## src/rtl/dramc_pkg.sv

```systemverilog
package dramc_pkg;

    typedef enum logic [2:0] {
        ST_IDLE,
        ST_ACT,
        ST_CAS,
        ST_PRE,
        ST_RREF,
        ST_CBR_LEAD,
        ST_CBR_HOLD
    } dram_state_e;

    typedef enum logic [1:0] {
        AFTER_IDLE,
        AFTER_ACT,
        AFTER_REF
    } pre_next_e;

    localparam logic REF_STYLE_RAS_ONLY = 1'b0;
    localparam logic REF_STYLE_CBR      = 1'b1;

    function automatic int imax(input int a, input int b);
        return (a > b) ? a : b;
    endfunction

endpackage

```

## src/rtl/dramc_ref_timer.sv

```systemverilog
module dramc_ref_timer #(
    parameter int INTERVAL = 1560
) (
    input  logic clk,
    input  logic rst,
    input  logic ack,
    output logic pending
);
    localparam int CW = $clog2(INTERVAL + 1);

    logic [CW-1:0] cnt_q;
    logic          wrap;

    assign wrap = (cnt_q == CW'(INTERVAL - 1));

    always_ff @(posedge clk) begin
        if (rst) begin
            cnt_q   <= '0;
            pending <= 1'b0;
        end else begin
            cnt_q <= wrap ? '0 : cnt_q + 1'b1;
            if (wrap)
                pending <= 1'b1;
            else if (ack)
                pending <= 1'b0;
        end
    end

    // a raised refresh request is held until it is taken
    assert_pending_held_R6: assert property (@(posedge clk) disable iff (rst)
        (pending && !ack) |=> pending);

endmodule

```

## src/rtl/dramc_row_track.sv

```systemverilog
module dramc_row_track #(
    parameter int ROW_W = 10
) (
    input  logic             clk,
    input  logic             rst,
    input  logic             open_en,
    input  logic [ROW_W-1:0] open_row,
    input  logic             close,
    input  logic [ROW_W-1:0] probe_row,
    output logic             row_open,
    output logic             hit
);
    logic [ROW_W-1:0] row_q;

    always_ff @(posedge clk) begin
        if (rst) begin
            row_open <= 1'b0;
            row_q    <= '0;
        end else if (close) begin
            row_open <= 1'b0;
        end else if (open_en) begin
            row_open <= 1'b1;
            row_q    <= open_row;
        end
    end

    assign hit = row_open && (row_q == probe_row);

    // closing a row leaves nothing open in the next cycle
    assert_close_clears_R5: assert property (@(posedge clk) disable iff (rst)
        close |=> !row_open);

endmodule

```

## src/rtl/dramc_ctrl.sv

```systemverilog
module dramc_ctrl
    import dramc_pkg::*;
#(
    parameter int ROW_W        = 10,
    parameter int COL_W        = 10,
    parameter int DATA_W       = 16,
    parameter int T_RCD        = 3,
    parameter int T_CAS        = 2,
    parameter int T_RP         = 3,
    parameter int REF_INTERVAL = 1560
) (
    input  logic                                clk,
    input  logic                                rst,
    input  logic                                req_valid,
    output logic                                req_ready,
    input  logic [ROW_W+COL_W-1:0]              req_addr,
    input  logic                                req_we,
    input  logic [DATA_W-1:0]                   req_wdata,
    output logic                                rsp_valid,
    output logic [DATA_W-1:0]                   rsp_rdata,
    input  logic                                ref_mode,
    output logic                                dram_ras_n,
    output logic                                dram_cas_n,
    output logic                                dram_we_n,
    output logic [imax(ROW_W, COL_W)-1:0]       dram_addr,
    output logic [DATA_W-1:0]                   dram_dq_out,
    output logic                                dram_dq_oe,
    input  logic [DATA_W-1:0]                   dram_dq_in
);
    localparam int ADDR_W = ROW_W + COL_W;
    localparam int PIN_W  = imax(ROW_W, COL_W);
    localparam int T_RAS  = T_RCD + T_CAS;
    localparam int CNT_W  = $clog2(imax(imax(T_RCD, T_CAS), imax(T_RP, T_RAS)) + 1);

    typedef struct packed {
        logic [ROW_W-1:0]  row;
        logic [COL_W-1:0]  col;
        logic              we;
        logic [DATA_W-1:0] wdata;
    } host_req_t;

    dram_state_e      st_q, st_d;
    pre_next_e        after_q, after_d;
    logic [CNT_W-1:0] cnt_q, cnt_d;
    host_req_t        req_q;
    logic [ROW_W-1:0] ref_row_q;
    logic [ROW_W-1:0] in_row;
    logic             ref_pend, ref_ack;
    logic             open_en, close_row, row_open, row_hit;
    logic             accept, ref_row_inc, cap_rd;

    assign in_row = req_addr[ADDR_W-1:COL_W];

    dramc_ref_timer #(.INTERVAL(REF_INTERVAL)) u_timer (
        .clk     (clk),
        .rst     (rst),
        .ack     (ref_ack),
        .pending (ref_pend)
    );

    dramc_row_track #(.ROW_W(ROW_W)) u_rows (
        .clk       (clk),
        .rst       (rst),
        .open_en   (open_en),
        .open_row  (accept ? in_row : req_q.row),
        .close     (close_row),
        .probe_row (in_row),
        .row_open  (row_open),
        .hit       (row_hit)
    );

    assign req_ready = (st_q == ST_IDLE) && !ref_pend;

    always_comb begin
        st_d        = st_q;
        after_d     = after_q;
        cnt_d       = (cnt_q == '0) ? '0 : cnt_q - 1'b1;
        ref_ack     = 1'b0;
        open_en     = 1'b0;
        close_row   = 1'b0;
        accept      = 1'b0;
        ref_row_inc = 1'b0;
        cap_rd      = 1'b0;
        unique case (st_q)
            ST_IDLE: begin
                if (ref_pend) begin
                    if (row_open) begin
                        st_d      = ST_PRE;
                        cnt_d     = CNT_W'(T_RP - 1);
                        after_d   = AFTER_REF;
                        close_row = 1'b1;
                    end else begin
                        ref_ack = 1'b1;
                        st_d    = (ref_mode == REF_STYLE_CBR) ? ST_CBR_LEAD : ST_RREF;
                        cnt_d   = (ref_mode == REF_STYLE_CBR) ? '0 : CNT_W'(T_RAS - 1);
                    end
                end else if (req_valid) begin
                    accept = 1'b1;
                    if (row_hit) begin
                        st_d  = ST_CAS;
                        cnt_d = CNT_W'(T_CAS - 1);
                    end else if (row_open) begin
                        st_d      = ST_PRE;
                        cnt_d     = CNT_W'(T_RP - 1);
                        after_d   = AFTER_ACT;
                        close_row = 1'b1;
                    end else begin
                        st_d    = ST_ACT;
                        cnt_d   = CNT_W'(T_RCD - 1);
                        open_en = 1'b1;
                    end
                end
            end
            ST_ACT: if (cnt_q == '0) begin
                st_d  = ST_CAS;
                cnt_d = CNT_W'(T_CAS - 1);
            end
            ST_CAS: if (cnt_q == '0) begin
                st_d   = ST_IDLE;
                cap_rd = !req_q.we;
            end
            ST_PRE: if (cnt_q == '0) begin
                unique case (after_q)
                    AFTER_ACT: begin
                        st_d    = ST_ACT;
                        cnt_d   = CNT_W'(T_RCD - 1);
                        open_en = 1'b1;
                    end
                    AFTER_REF: begin
                        ref_ack = 1'b1;
                        st_d    = (ref_mode == REF_STYLE_CBR) ? ST_CBR_LEAD : ST_RREF;
                        cnt_d   = (ref_mode == REF_STYLE_CBR) ? '0 : CNT_W'(T_RAS - 1);
                    end
                    default: st_d = ST_IDLE;
                endcase
            end
            ST_RREF: if (cnt_q == '0) begin
                st_d        = ST_PRE;
                cnt_d       = CNT_W'(T_RP - 1);
                after_d     = AFTER_IDLE;
                ref_row_inc = 1'b1;
            end
            ST_CBR_LEAD: begin
                st_d  = ST_CBR_HOLD;
                cnt_d = CNT_W'(T_RAS - 1);
            end
            ST_CBR_HOLD: if (cnt_q == '0) begin
                st_d    = ST_PRE;
                cnt_d   = CNT_W'(T_RP - 1);
                after_d = AFTER_IDLE;
            end
            default: st_d = ST_IDLE;
        endcase
    end

    always_ff @(posedge clk) begin
        if (rst) begin
            st_q      <= ST_IDLE;
            after_q   <= AFTER_IDLE;
            cnt_q     <= '0;
            req_q     <= '0;
            ref_row_q <= '0;
            rsp_valid <= 1'b0;
            rsp_rdata <= '0;
        end else begin
            st_q      <= st_d;
            after_q   <= after_d;
            cnt_q     <= cnt_d;
            rsp_valid <= cap_rd;
            if (accept)
                req_q <= '{row: in_row, col: req_addr[COL_W-1:0], we: req_we, wdata: req_wdata};
            if (ref_row_inc)
                ref_row_q <= ref_row_q + 1'b1;
            if (cap_rd)
                rsp_rdata <= dram_dq_in;
        end
    end

    always_comb begin
        dram_ras_n  = 1'b1;
        dram_cas_n  = 1'b1;
        dram_we_n   = 1'b1;
        dram_dq_oe  = 1'b0;
        dram_addr   = '0;
        dram_dq_out = req_q.wdata;
        unique case (st_q)
            ST_IDLE:     dram_ras_n = !row_open;
            ST_ACT: begin
                dram_ras_n = 1'b0;
                dram_addr  = PIN_W'(req_q.row);
            end
            ST_CAS: begin
                dram_ras_n = 1'b0;
                dram_cas_n = 1'b0;
                dram_addr  = PIN_W'(req_q.col);
                dram_we_n  = !req_q.we;
                dram_dq_oe = req_q.we;
            end
            ST_RREF: begin
                dram_ras_n = 1'b0;
                dram_addr  = PIN_W'(ref_row_q);
            end
            ST_CBR_LEAD: dram_cas_n = 1'b0;
            ST_CBR_HOLD: begin
                dram_ras_n = 1'b0;
                dram_cas_n = 1'b0;
            end
            default: ;
        endcase
    end

    // data is driven only inside a column pulse of an open row
    assert_dq_in_pulse_R2: assert property (@(posedge clk) disable iff (rst)
        dram_dq_oe |-> (!dram_cas_n && !dram_ras_n && !dram_we_n));

    // a host column pulse starts only on a row already strobed
    assert_row_before_col_R1: assert property (@(posedge clk) disable iff (rst)
        ($fell(dram_cas_n) && !dram_ras_n) |-> $past(!dram_ras_n));

    // a rising row strobe is followed by at least one more high cycle
    assert_precharge_min_R5: assert property (@(posedge clk) disable iff (rst)
        $rose(dram_ras_n) |=> dram_ras_n);

    // column-first refresh keeps the column strobe low as the row strobe falls
    assert_cbr_hold_R8: assert property (@(posedge clk) disable iff (rst)
        (dram_ras_n && !dram_cas_n) |=> !dram_cas_n);

    // read data appears only right after a column pulse
    assert_rsp_after_cas_R3: assert property (@(posedge clk) disable iff (rst)
        rsp_valid |-> $past(!dram_cas_n));

    // no host request is taken while refresh is owed
    assert_ready_blocked_R6: assert property (@(posedge clk) disable iff (rst)
        ref_pend |-> !req_ready);

endmodule

```

## config.mk

```make
export PLATFORM = sky130hd
export DESIGN_NAME = dramc_ctrl
export DESIGN_NICKNAME = d
export VERILOG_FILES = /design/src/rtl/dramc_pkg.sv /design/src/rtl/dramc_ref_timer.sv /design/src/rtl/dramc_row_track.sv /design/src/rtl/dramc_ctrl.sv
export SDC_FILE = /design/constraint.sdc
export NUM_CORES = 1
export LEC_CHECK = 0
export ABC_AREA = 1
export CORE_MARGIN = 2
export CORE_UTILIZATION = 50
export DETAILED_ROUTE_END_ITERATION = 7
export PLACE_DENSITY = 0.8
export SYNTH_ARGS = -nofsm -noshare
export SYNTH_HDL_FRONTEND = slang
export SYNTH_SLANG_ARGS = --single-unit
```

## constraint.sdc

```tcl
create_clock -name clk -period 2.1 [get_ports clk]
set_input_delay 0.42 -clock clk [delete_from_list [all_inputs] [get_ports clk]]
set_output_delay 0.42 -clock clk [all_outputs]
set_load 0.01 [all_outputs]
```

# Yosys cells after proc, flatten, opt, wreduce, memory -nomap -nowiden
# Index checks and enable logic that the tools add are counted.
# W data, S select, Z words.
[word_totals] elab_cells=113 register_bits=95 memories=0 romBits=0 latchBits=0 output_inout_bits=48 ramBits=0
[op_classes] n_reduce_logical=17 add_sub_neg=3 n_mul=0 n_bitwise=1 div_mod_pow=0 shift=0 muxes=61 n_eq_ne=17 n_lt_le_gt_ge=0
[op_table] operator="$mux W3" n=15
[op_table] operator="$pmux W10 S3" n=1
[op_table] operator="$mux W1" n=27
[op_table] operator="$mux W2" n=9
[op_table] operator="$pmux W3 S6" n=1
[op_table] operator="$pmux W3 S5" n=1
[op_table] operator="$pmux W3 S2" n=2
[op_table] operator="$add A11 B1 Y11 const B" n=1
[op_table] operator="$eq A11 B11 Y1 const B" n=1
[op_table] operator="$add A10 B1 Y10 const B" n=1
[op_table] operator="$eq A10 B10 Y1" n=1
[op_table] operator="$mux W10" n=1
[op_table] operator="$reduce_and A5 Y1" n=2
[op_table] operator="$eq A3 B3 Y1 const B" n=3
[op_table] operator="$eq A3 B2 Y1 const B" n=2
[op_table] operator="$logic_not A3 Y1" n=2
[op_table] operator="$ne A2 B2 Y1 const B" n=3
[op_table] operator="$ne A3 B2 Y1 const B" n=2
[op_table] operator="$pmux W1 S2" n=3
[op_table] operator="$reduce_or A2 Y1" n=3
[op_table] operator="$ne A2 B1 Y1 const B" n=2
[op_table] operator="$pmux W2 S2" n=1
[op_table] operator="$reduce_bool A2 Y1" n=2
[op_table] operator="$reduce_or A4 Y1" n=1
[op_table] operator="other kinds (9)" n=12

# Longest topological paths before layout
# Gate-level depths: netlist (run 1).
[depth] depth_word=8 depth_mapped=13 ltp_nobuf=13

# By module
# From an unflattened synthesis (run 1), not the netlist that was laid out.
[unflattened] hier_cells=698 hier_area_um2=4713.3
[by_module_without_submodules] module="dramc_ctrl" instances=1 cells_per_inst=526 area_per_inst_um2=3509.6
[by_module_without_submodules] module="dramc_row_track" instances=1 cells_per_inst=92 area_per_inst_um2=625.6
[by_module_without_submodules] module="dramc_ref_timer" instances=1 cells_per_inst=80 area_per_inst_um2=578.1

# Worst setup path before layout (run 1)
# OpenSTA, ideal clock, no wires.
[synth_path] kind="reg2out" startpoint="register st_q[1]" endpoint="output port dram_dq_oe" required_ns=1.680 arrival_time_ns=1.218 n_path_buf=2 setup_slack_ns=0.462 stages_incl_launch_ff=7 path_cell_list="dfxtp_1 > clkbuf_8 > inv_4 > nor3_2 > clkbuf_1 > nand2_1 > inv_1"
[synth_via] elab_chain_len=2
[synth_lines] item="start: declaration" line="dramc_ctrl.sv:42" text="dram_state_e st_q, st_d;"
[synth_lines] item="start signal: assignment" line="dramc_ctrl.sv:166" text="st_q <= st_d;"
[synth_lines] item="$eq A3 B2 Y1" line="dramc_ctrl.sv:186" text="unique case (st_q)"
[synth_lines] item="$mux W1" line="dramc_ctrl.sv:186"
[synth_lines] item="end: declaration" line="dramc_ctrl.sv:27" text="output logic dram_dq_oe,"
# Every way passes these cells.

# Worst setup path after layout (run 1)
[layout_path] startpoint="register st_q[2]" endpoint="output port dram_addr[8]"
[layout_via] elab_chain_len=2 elab_cells_between_ends=4 classes_between="eq/ne (3); mux (1)"
[layout_lines] item="$eq A3 B3 Y1, or another cell as far along" line="dramc_ctrl.sv:186"
[layout_lines] item="$pmux W10 S3 *" line="dramc_ctrl.sv:186"
[layout_lines] item="end: declaration" line="dramc_ctrl.sv:25" text="output logic [imax(ROW_W, COL_W)-1:0] dram_addr,"
# Every way passes the cells marked *; elsewhere a longest branch is shown, timed or not.

==> key figures, run 1 <==
Status
  – Outcome: complete, no violations

Placement
  – Placer Congestion: 0.9220
  – Placed cells: 801
  – IO Port Bufs: 104
  – Detailed placement HPWL: 8.047 mm

Timing
  – Least-Margin Pin Slew: 0.3599 ns
  – Fin. max-slew vios: 0
  – Fin crit share: 0.9812
  – Clk_skew: 0.01347 ns
  – Min Tclk post-route: 2.061 ns
  – Final hold viol count: 0
  – Hold_ws: 0.4775 ns
  – Setup TNS: 0 ns
  – Slew headroom: 0.7601
  – RSZ-0062 raised after global routing: yes
  – Fmax: 485.3 MHz
  – Final setup vio count: 0

Routing
  – Avg WL per Cell: 13.67 um
  – Vias post-DR: 4191
  – Highest routed layer: met4
  – DRT iter0 DRCs: 255
  – WL met3: 785 um
  – Detailed Routing Iterations Pass 1: 5
  – Final ANT Viol Nets: 0
  – DRC Markers: 0
  – Drt total wl: 11.19 mm
  – Vias per cell: 5.117
  – Met2 WL: 5.497 mm
  – Routed met1 length: 4.715 mm

Clocking
  – Clock buffer depth: 2
  – Htree depth: 3
  – Sink Count: 95
  – Clock slew at reported path FFs: 0.10 ns
  – CTS tree: built
  – Clock root buffer: clkbuf_8
  – CTS Hold Bufs: 0
  – Num CTS Buffers: 9
  – Clk Latency, worst-skew pair: 0.38 ns

Die
  – Die Y-Extent: 98.04 um
  – Initial core utilization: 0.5120
  – Rows: 34
  – Die area: 9612 um^2
  – Io pins: 105
  – Core ar.: 8636 um^2
  – Die X-Extent: 98.04 um

Pwr
  – PwrDens: 1132 nW/um^2
  – Pleak: 2.393 nW
  – Max IR drop VDD: 0.5334 mV

Worst setup path
  – Buf+Inv Stages, Crit Path: 4
  – Slowest cell on the critical path: dfxtp_4
  – Required @ worst endpoint: 1.68 ns
  – R2r setup slk: 0.22 ns
  – Critical Path AT: 1.64 ns
  – Crit start category: register
  – Critical path's largest stage delay: 0.38 ns
  – Crit path kind: reg -> out
  – CP endpoint kind: primary output
  – Critical-path cell list: buf_4 > nor3_4 > buf_6 > clkbuf_16 > nand2_1 > o221ai_1 > buf_2
  – CP max FO: 5
  – CP delay by family, top: buffers and inverters

Yosys
  – Synth Instances: 605
  – Register bit total from synthesis: 95
  – Yosys warnings: 0
  – Post-Syn Area: 4422 um^2
  – Cell variety after synth: 42
  – Mapped Nets: 668
  – Area contributors post-synth: dfxtp_1 (43%), nor2_1 (13%), o21ai_0 (7.7%)
  – Share of the synthesized area in the top cell type: 0.4301
  – Post-Syn Area per Cell: 7.309 um^2
  – Sequential area share after synthesis: 0.4301
  – Largest area contributor in the synthesized netlist: dfxtp_1

Final layout
  – Final core occ: 0.6656
  – Layout area overhead: 29.99%
  – # nets final: 770
  – Layout cell share with drive strength beyond 1: 0.1111
  – Final cell count without fillers: 819
  – Ant. Diodes: 0

Global route
  – Gr usage total: 0.2294
  – Antenna violations before repair: 0
  – Gr ovfl total: 0
  – Global-route wire length before repair: 18.00 mm
  – Largest net degree at the start of global routing: 45
  – Vias in the first global route: 4008

Run
  – Max-cap viol count: 0

Min path
  – Hold Path Class: reg -> reg
-- cell type report --
type / count / area (um^2)
fill: 738 / 2888
multi-input combinational: 406 / 2036
sequential: 95 / 1911
timing repair buffer: 131 / 1229
inverter: 64 / 245.2
tap: 108 / 135.1
clock buffer: 9 / 123.9
clock inverter: 6 / 68.82
-- report_power, final --
part	switching [W]	total, W	leakage [nW]	internal (W)
clock network	0.000689	0.00124	0.0965	0.000555
registers	0.000227	0.00243	0.781	0.00221
logic	0.00160	0.00283	1.52	0.00123
total	0.00252	0.00651	2.39	0.00399
-- routing by layer --
metal,track usage,vias up
li1,-,2148
met4,0.08333,0
met5,0,-
met3,0.06228,21
met2,0.3925,114
met1,0.2771,1908
-- final timing paths --
path,from,to,cells after the start
worst min-delay path,u_timer.cnt_q[0]$_SDFF_PP0_,u_timer.cnt_q[0]$_SDFF_PP0_,1
worst max register to register,cnt_q[0]$_SDFF_PP0_,ref_row_q[9]$_SDFFE_PP0P_,10
worst min register to register,u_timer.cnt_q[0]$_SDFF_PP0_,u_timer.cnt_q[0]$_SDFF_PP0_,1
worst max-delay path,st_q[2]$_SDFFE_PP0P_,dram_addr[8],7
-- state kept, by name, indices dropped and copies added (netlist names) --
name / cells
cnt_q: 3
rsp_rdata: 16
u_rows.row_q: 10
st_q: 3
u_timer.pending: 1
ref_row_q: 10
u_rows.row_open: 1
u_timer.cnt_q: 11
dram_dq_out: 16
after_q: 2
req_q: 21
rsp_valid: 1
-- metrics by stage --
step	power, W	setup WS, ns	area [um^2]
after global routing	0.006951	-0.03700	5748
after floorplan	0.004262	0.4618	4422
after detailed placement	0.005175	0.01010	5507
final	0.006508	0.03944	5748
after CTS	0.006400	-0.09317	5685
after global placement	0.005108	0.04374	5507
-- synthesized netlist by cell type --
library cell,count
nor2_1,148
dfxtp_1,95
nand2_1,80
o21ai_0,68
inv_1,58
a21oi_1,23
buf_4,20
nand3_1,16
a211oi_1,11
clkbuf_1,11
o221ai_1,9
nor3_1,7
ha_1,6
o211ai_1,6
buf_2,5
nand4_1,5
xnor2_1,4
inv_2,3
xor2_1,3
inv_4,2
nand2_4,2
nor3_2,2
nor3b_1,2
a211oi_2,1
a311oi_1,1
buf_1,1
bufbuf_16,1
clkbuf_2,1
clkbuf_8,1
clkinv_1,1
nand2_2,1
nand3_2,1
nand3_4,1
nor2_2,1
nor2_4,1
nor2_8,1
nor3_4,1
nor4_1,1
o21a_1,1
o21ai_2,1
o21bai_1,1
o22ai_1,1
-- cells in the final DEF (no fill, tap or decap), types with 6 or more instances in the layout --
| cell type | Yosys | layout |
|---|---|---|
| nor2_1 | 148 | 147 |
| dfxtp_1 | 95 | 92 |
| clkdlybuf4s50_1 | 0 | 89 |
| nand2_1 | 80 | 80 |
| o21ai_0 | 68 | 67 |
| inv_1 | 58 | 57 |
| a21oi_1 | 23 | 23 |
| buf_4 | 20 | 23 |
| nand3_1 | 16 | 16 |
| a211oi_1 | 11 | 11 |
| clkbuf_8 | 1 | 9 |
| buf_2 | 5 | 9 |
| o221ai_1 | 9 | 6 |
| o211ai_1 | 6 | 6 |
| nor3_1 | 7 | 6 |
| ha_1 | 6 | 6 |
-- logic make-up (layout without fill, tap and decap cells) --
group | Yosys count | after routing | synth area share
buffers and inverters | 104 | 210 | 0.1169
XOR/XNOR | 7 | 7 | 0.01387
AO/OA/AOI/OAI | 123 | 123 | 0.1613
adder cells (fa/ha/maj) | 6 | 6 | 0.01698
AND/OR/NAND/NOR | 270 | 270 | 0.2609
flip-flops | 95 | 95 | 0.4301
-- what timing repair did --
| action | in CTS | in global routing |
|---|---|---|
| endpoints found under the setup margin | 15 | 10 |
| pin swaps | 0 | 1 |
| gates cloned | 0 | 1 |
| resized for setup | 54 | 10 |
| setup buffers | 1 | 1 |
| endpoints found under the hold margin | 0 | 0 |
Note: power is estimated with default switching activity, not from simulation.
==> inputs of run 2 (changes only) <==
--- a/config.mk
+++ b/config.mk
@@ -9,6 +9,7 @@
 export CORE_MARGIN = 2
 export CORE_UTILIZATION = 50
 export DETAILED_ROUTE_END_ITERATION = 7
+export GPL_TIMING_DRIVEN = 0
 export PLACE_DENSITY = 0.8
 export SYNTH_ARGS = -nofsm -noshare
 export SYNTH_HDL_FRONTEND = slang
==> run 2 against run 1 <==
Net effect: combinational power up 11%; design area grew 4.4%; register-to-register slack improved by 0.05 ns; cell count grew 2.7%; clock power up 5%; clock skew about the same; die area unchanged; via count up 2.6%; power increased by 5.6%; critical path depth increased by 1; sequential share of layout area decreased by 1.4 points; largest power group unchanged.
==> key figures, run 2 (synthesis gave the netlist of run 1 again) <==
Timing
  – Fin crit share: 0.9930 (+0.01174)
  – Slew headroom: 0.6082 (-0.1519)
  – Fmax: 479.6 MHz (-1.2%)
  – Min Tclk post-route: 2.085 ns (+0.02465 ns)
  – Clk_skew: 0.01332 ns (-0.0001528 ns)
  – Final setup vio count: 0 (unchanged)
  – Fin. max-slew vios: 0 (unchanged)
  – Least-Margin Pin Slew: 0.5877 ns (+0.2279 ns)
  – Setup TNS: 0 ns (unchanged)
  – Final hold viol count: 0 (unchanged)
  – RSZ-0062 raised after global routing: yes
  – Hold_ws: 0.4652 ns (-0.01225 ns)

Routing
  – DRT iter0 DRCs: 255 (unchanged)
  – Avg WL per Cell: 14.13 um (+3.4%)
  – DRC Markers: 0 (unchanged)
  – Vias per cell: 5.111 (-0.13%)
  – Final ANT Viol Nets: 0 (unchanged)
  – Drt total wl: 11.89 mm (+6.2%)
  – Detailed Routing Iterations Pass 1: 4 (-1)
  – Vias post-DR: 4298 (+2.6%)

Final layout
  – Most common cell after layout, fill and taps aside: nor2_1
  – Ant. Diodes: 0 (unchanged)
  – Most frequent cells in the layout: nor2_1 (147), dfxtp_1 (92), clkdlybuf4s50_1 (89), nand2_1 (71), o21ai_0 (67)
  – Max reg flops: 21 (unchanged)
  – # nets final: 791 (+2.7%)
  – Layout area overhead: 35.65%
  – Layout cell share with drive strength beyond 1: 0.1487 (+0.03759)
  – Fill count: 693 (-6.1%)
  – Register name with the most flops: req_q

Min path
  – Hold Path Class: reg -> reg
  – Hold wc startpoint: u_timer.cnt_q[0]$_SDFF_PP0_

Die
  – Die area: 9612 um^2 (unchanged)
  – Io pins: 105 (unchanged)
  – Die Y-Extent: 98.04 um (unchanged)
  – Rows: 34 (unchanged)
  – Initial core utilization: 0.5120 (unchanged)
  – Core ar.: 8636 um^2 (unchanged)
  – Die X-Extent: 98.04 um (unchanged)

Clocking
  – Num CTS Buffers: 9 (unchanged)
  – CTS tree: built
  – Clock root buffer: clkbuf_8
  – CTS Hold Bufs: 0 (unchanged)
  – Clock buffer depth: 2 (unchanged)
  – Clk Latency, worst-skew pair: 0.37 ns (about the same)
  – Htree depth: 3 (unchanged)
  – Clock slew at reported path FFs: 0.10 ns (about the same)
  – Sink Count: 95 (unchanged)

Global route
  – Gr usage total: 0.2460 (+0.01657)
  – Global-route wire length before repair: 19.31 mm (+7.2%)
  – Antenna violations before repair: 0 (unchanged)
  – Grt met2 use: 0.4273 (+0.03477)
  – Vias in the first global route: 4161 (+3.8%)
  – Layer with the highest usage: met2
  – Global routing usage on met3: 0.07301 (+0.01074)
  – Gr ovfl total: 0 (unchanged)
  – Largest net degree at the start of global routing: 19 (-58%)
  – Met1 global-route usage: 0.2944 (+0.01736)

Worst setup path
  – Required @ worst endpoint: 1.68 ns (about the same)
  – Crit start category: register
  – CP Launch Point: st_q[1]$_SDFFE_PP0P_
  – RR Startpoint: cnt_q[2]$_SDFF_PP0_
  – Critical Path AT: 1.67 ns (+0.03 ns)
  – CP endpoint kind: primary output
  – Crit path kind: reg -> out
  – CP max FO: 5 (unchanged)

Pwr
  – Max IR drop VDD: 0.5463 mV (+2.4%)
  – Pleak: 2.514 nW (+5.1%)
  – PwrDens: 1146 nW/um^2 (+1.2%)

Placement
  – Placer Congestion: 0.8740 (-5.2%)
  – Detailed placement HPWL: 8.503 mm (+5.7%)
  – IO Port Bufs: 104 (unchanged)

Status
  – Outcome: complete, no violations

Run
  – Max-cap viol count: 0 (unchanged)
run 2: changes by cell type in the layout (fill, tap and decap cells not counted), moves of 6 or more:
cell      before  now
buf_4         23   30
o221ai_1       6    0
nand2_1       80   71
clkbuf_1       0    8
nand2_2        1    9
run 2: power by group:
| group | internal (W) | switching [W] | total (W) | leakage, nW |
|---|---|---|---|---|
| Clock | 0.000580 | 0.000719 | 0.00130 | 0.105 |
| Combinational | 0.00144 | 0.00169 | 0.00313 | 1.63 |
| Sequential | 0.00220 | 0.000245 | 0.00245 | 0.780 |
run 2: final timing paths:
check / end / depth (start not counted) / slack, ns
worst min register to register: u_timer.cnt_q[0]$_SDFF_PP0_ / 1 / 0.47
worst min-delay path: u_timer.cnt_q[0]$_SDFF_PP0_ / 1 / 0.47
worst max-delay path: dram_addr[3] / 8 / 0.01
worst max register to register: rsp_rdata[8]$_SDFFE_PP0P_ / 9 / 0.27
run 2: cell type report:
class	count	area, um^2	area share
Sequential cell	95	1908	0.3181
Clock buffer	9	123.9	0.02065
Buffer	39	280.3	0.04673
Timing Repair Buffer	113	1075	0.1792
Multi-Input combinational cell	406	2122	0.3538
Clock inverter	7	88.84	0.01481
Tap cell	108	135.1	0.02253
Inverter	64	265.3	0.04422
run 2: routing by layer:
metal / wire [um] / up-vias
li1: - / 2195
met4: 237 / 0
met5: 0 / -
met1: 4904 / 1965
met3: 879 / 17
met2: 5864 / 121
run 2: per-stage QoR:
stage	setup WS (ns)	instances	area [um^2]	utilization	total power [W]
2_1_floorplan	0.4618	605	4422	-	0.004262
3_3_place_gp	-0.2749	817	5598	0.6482	0.005280
3_5_place_dp	-0.3296	817	5598	0.6482	0.005352
4_1_cts	-0.1015	838	5876	0.6804	0.006745
5_1_grt	-0.08552	841	5998	0.6946	0.007354
6_report	0.01479	841	5998	0.6946	0.006875
run 2: worst max-delay path: stages, from the launching register on:
cell and delay, ns:
dfxtp_2 0.35, buf_8 0.12, inv_8 0.04, nor3_4 0.18, clkbuf_8 0.19, buf_6 0.11, nand2_1 0.07, o221ai_2 0.07
buf_2 0.17
run 2: timing repair:
action,CTS,global route
gates resized for setup,79,28
cloned,1,0
setup buffers,5,3
endpoints found under the setup margin,15,17
pin swaps,2,3
hold endpoints to repair,0,0
==> inputs of run 3 (changes only) <==
--- a/config.mk
+++ b/config.mk
@@ -10,6 +10,7 @@
 export CORE_UTILIZATION = 50
 export DETAILED_ROUTE_END_ITERATION = 7
 export GPL_TIMING_DRIVEN = 0
+export MAX_ROUTING_LAYER = met4
 export PLACE_DENSITY = 0.8
 export SYNTH_ARGS = -nofsm -noshare
 export SYNTH_HDL_FRONTEND = slang
==> run 3 against run 2 <==
Net effect: critical path depth shrank 3; combinational power hardly changed; highest routed layer unchanged; critical path type unchanged; worst hold slack better by 0.011 ns.
==> key figures, run 3 (synthesis gave the netlist of run 1 again) <==
Status
  – Outcome: complete, no violations

Final layout
  – Layout area overhead: 34.97%
  – Register name with the most flops: req_q
  – # nets final: 790 (-0.13%)
  – Max reg flops: 21 (unchanged)
  – Layout cell share with drive strength beyond 1: 0.1475 (-0.001163)
  – Most frequent cells in the layout: nor2_1 (147), dfxtp_1 (92), clkdlybuf4s50_1 (90), nand2_1 (70), o21ai_0 (68)
  – Final instance area: 5968 um^2 (-0.50%)
  – Ant. Diodes: 0 (unchanged)
  – Most common cell after layout, fill and taps aside: nor2_1

Worst setup path
  – CP endpoint kind: primary output
  – Slowest cell on the critical path: dfxtp_2
  – Critical path's largest stage delay: 0.33 ns (-0.02 ns)
  – Critical Path AT: 1.67 ns (about the same)
  – Required @ worst endpoint: 1.68 ns (about the same)
  – Critical-path cell list: buf_8 > buf_4 > o21ai_0 > o21ai_0 > dlygate4sd2_1
  – CP most frequent cell: o21ai_0
  – CP max FO: 6 (+1)
  – Crit start category: register
  – Crit path kind: reg -> out

Die
  – Io pins: 105 (unchanged)
  – Initial core utilization: 0.5120 (unchanged)
  – Die area: 9612 um^2 (unchanged)
  – Core ar.: 8636 um^2 (unchanged)
  – Die Y-Extent: 98.04 um (unchanged)
  – Die X-Extent: 98.04 um (unchanged)
  – Rows: 34 (unchanged)

Timing
  – Slew headroom: 0.6103 (+0.002146)
  – Fin. max-slew vios: 0 (unchanged)
  – Least-Margin Pin Slew: 0.5845 ns (-0.003219 ns)
  – Setup WS post-layout: 0.005714 ns (-0.009075 ns)
  – Final hold viol count: 0 (unchanged)
  – Final setup vio count: 0 (unchanged)
  – Setup TNS: 0 ns (unchanged)
  – Fin crit share: 0.9973 (+0.004322)
  – Clk_skew: 0.01211 ns (-0.001207 ns)
  – RSZ-0062 raised after global routing: yes
  – Fmax: 477.5 MHz (-0.43%)
  – Hold_ws: 0.4759 ns (+0.01064 ns)
  – Min Tclk post-route: 2.094 ns (+0.009075 ns)

Pwr
  – PwrDens: 1143 nW/um^2 (-0.25%)
  – Max IR drop VDD: 0.5761 mV (+5.5%)
  – Power, Total: 0.006823 W (-0.75%)
  – Pleak: 2.491 nW (-0.95%)

Global route
  – Vias in the first global route: 4223 (+1.5%)
  – Largest net degree at the start of global routing: 18 (-1)
  – Gr usage total: 0.2537 (+0.007658)
  – Antenna violations before repair: 0 (unchanged)
  – Global-route wire length before repair: 19.38 mm (+0.39%)
  – Gr ovfl total: 0 (unchanged)

Clocking
  – Clock buffer depth: 2 (unchanged)
  – Htree depth: 3 (unchanged)
  – Clock root buffer: clkbuf_8
  – Sink Count: 95 (unchanged)
  – Clock slew at reported path FFs: 0.10 ns (about the same)
  – CTS tree: built
  – Clk Latency, worst-skew pair: 0.36 ns (about the same)
  – CTS Hold Bufs: 0 (unchanged)
  – Num CTS Buffers: 9 (unchanged)

Routing
  – DRC Markers: 0 (unchanged)
  – Vias per cell: 5.192 (+1.6%)
  – Vias post-DR: 4361 (+1.5%)
  – Drt total wl: 11.75 mm (-1.1%)
  – Detailed Routing Iterations Pass 1: 5 (+1)
  – DRT iter0 DRCs: 239 (-6.3%)
  – Avg WL per Cell: 13.99 um (-1.0%)
  – Final ANT Viol Nets: 0 (unchanged)

Placement
  – Placement Setup Slack: -0.2866 ns (+0.04301 ns)
  – Placer Congestion: 0.8786 (+0.53%)
  – IO Port Bufs: 104 (unchanged)
  – Area after DPL: 5598 um^2 (unchanged)
  – Detailed placement HPWL: 8.572 mm (+0.81%)

Min path
  – Hold Path Class: reg -> reg

Run
  – Max-cap viol count: 0 (unchanged)
run 3: changes by cell type in the layout (fill, tap and decap cells not counted), moves of 2 or more:
cell | previous run | this run
inv_8 | 5 | 3
inv_4 | 4 | 2
nand2_4 | 3 | 1
nand2_2 | 9 | 11
clkinv_4 | 2 | 0
inv_6 | 0 | 4
run 3: path summary, 6_finish.rpt:
kind                                from                          end  slack (ns)  cells past startpoint
max reg2reg          cnt_q[1]$_SDFF_PP0_    ref_row_q[9]$_SDFFE_PP0P_        0.26                     10
min          u_timer.cnt_q[0]$_SDFF_PP0_  u_timer.cnt_q[0]$_SDFF_PP0_        0.48                      1
min reg2reg  u_timer.cnt_q[0]$_SDFF_PP0_  u_timer.cnt_q[0]$_SDFF_PP0_        0.48                      1
max                 st_q[1]$_SDFFE_PP0P_                   dram_ras_n       0.006                      5
run 3: cell type report:
class / instances / area, um^2
Buffer: 38 / 276.5
Clock buffer: 9 / 123.9
Clock inverter: 7 / 76.32
Fill cell: 719 / 2668
Inverter: 64 / 272.8
Multi-Input combinational cell: 406 / 2106
Sequential cell: 95 / 1911
Tap cell: 108 / 135.1
Timing Repair Buffer: 113 / 1067
run 3: worst max-delay path: cells and delay by family, from the launching register on:
kind                   cells  cell delay, ns
DFF                        1            0.33
AOI/OAI and AO/OA          2            0.41
buffers and inverters      3            0.58
run 3: per-stage QoR:
step,utilization,instances
floorplan,-,605
global placement,0.6482,817
detailed placement,0.6482,817
CTS,0.6807,837
global route,0.6911,840
finish,0.6911,840
run 3: routing by layer:
metal  global-route usage  up-vias  routed length (um)
met5                    -        -                   0
met3              0.07373       27                 870
met2               0.4168      161                5765
li1                     -     2189                   -
met4              0.07799        0                 250
met1               0.3013     1984                4865
run 3: power breakdown:
part / leakage, nW / internal (W) / switching (W)
Sequential: 0.781 / 0.00221 / 0.000244
Combinational: 1.61 / 0.00142 / 0.00169
Clock: 0.0966 / 0.000562 / 0.000696
run 3: timing repair:
item | 4_1_cts | 5_1_grt
gates cloned | 1 | 0
buffers inserted | 4 | 4
gates resized for setup | 77 | 24
pin swaps | 1 | 4
setup endpoints to repair | 15 | 24
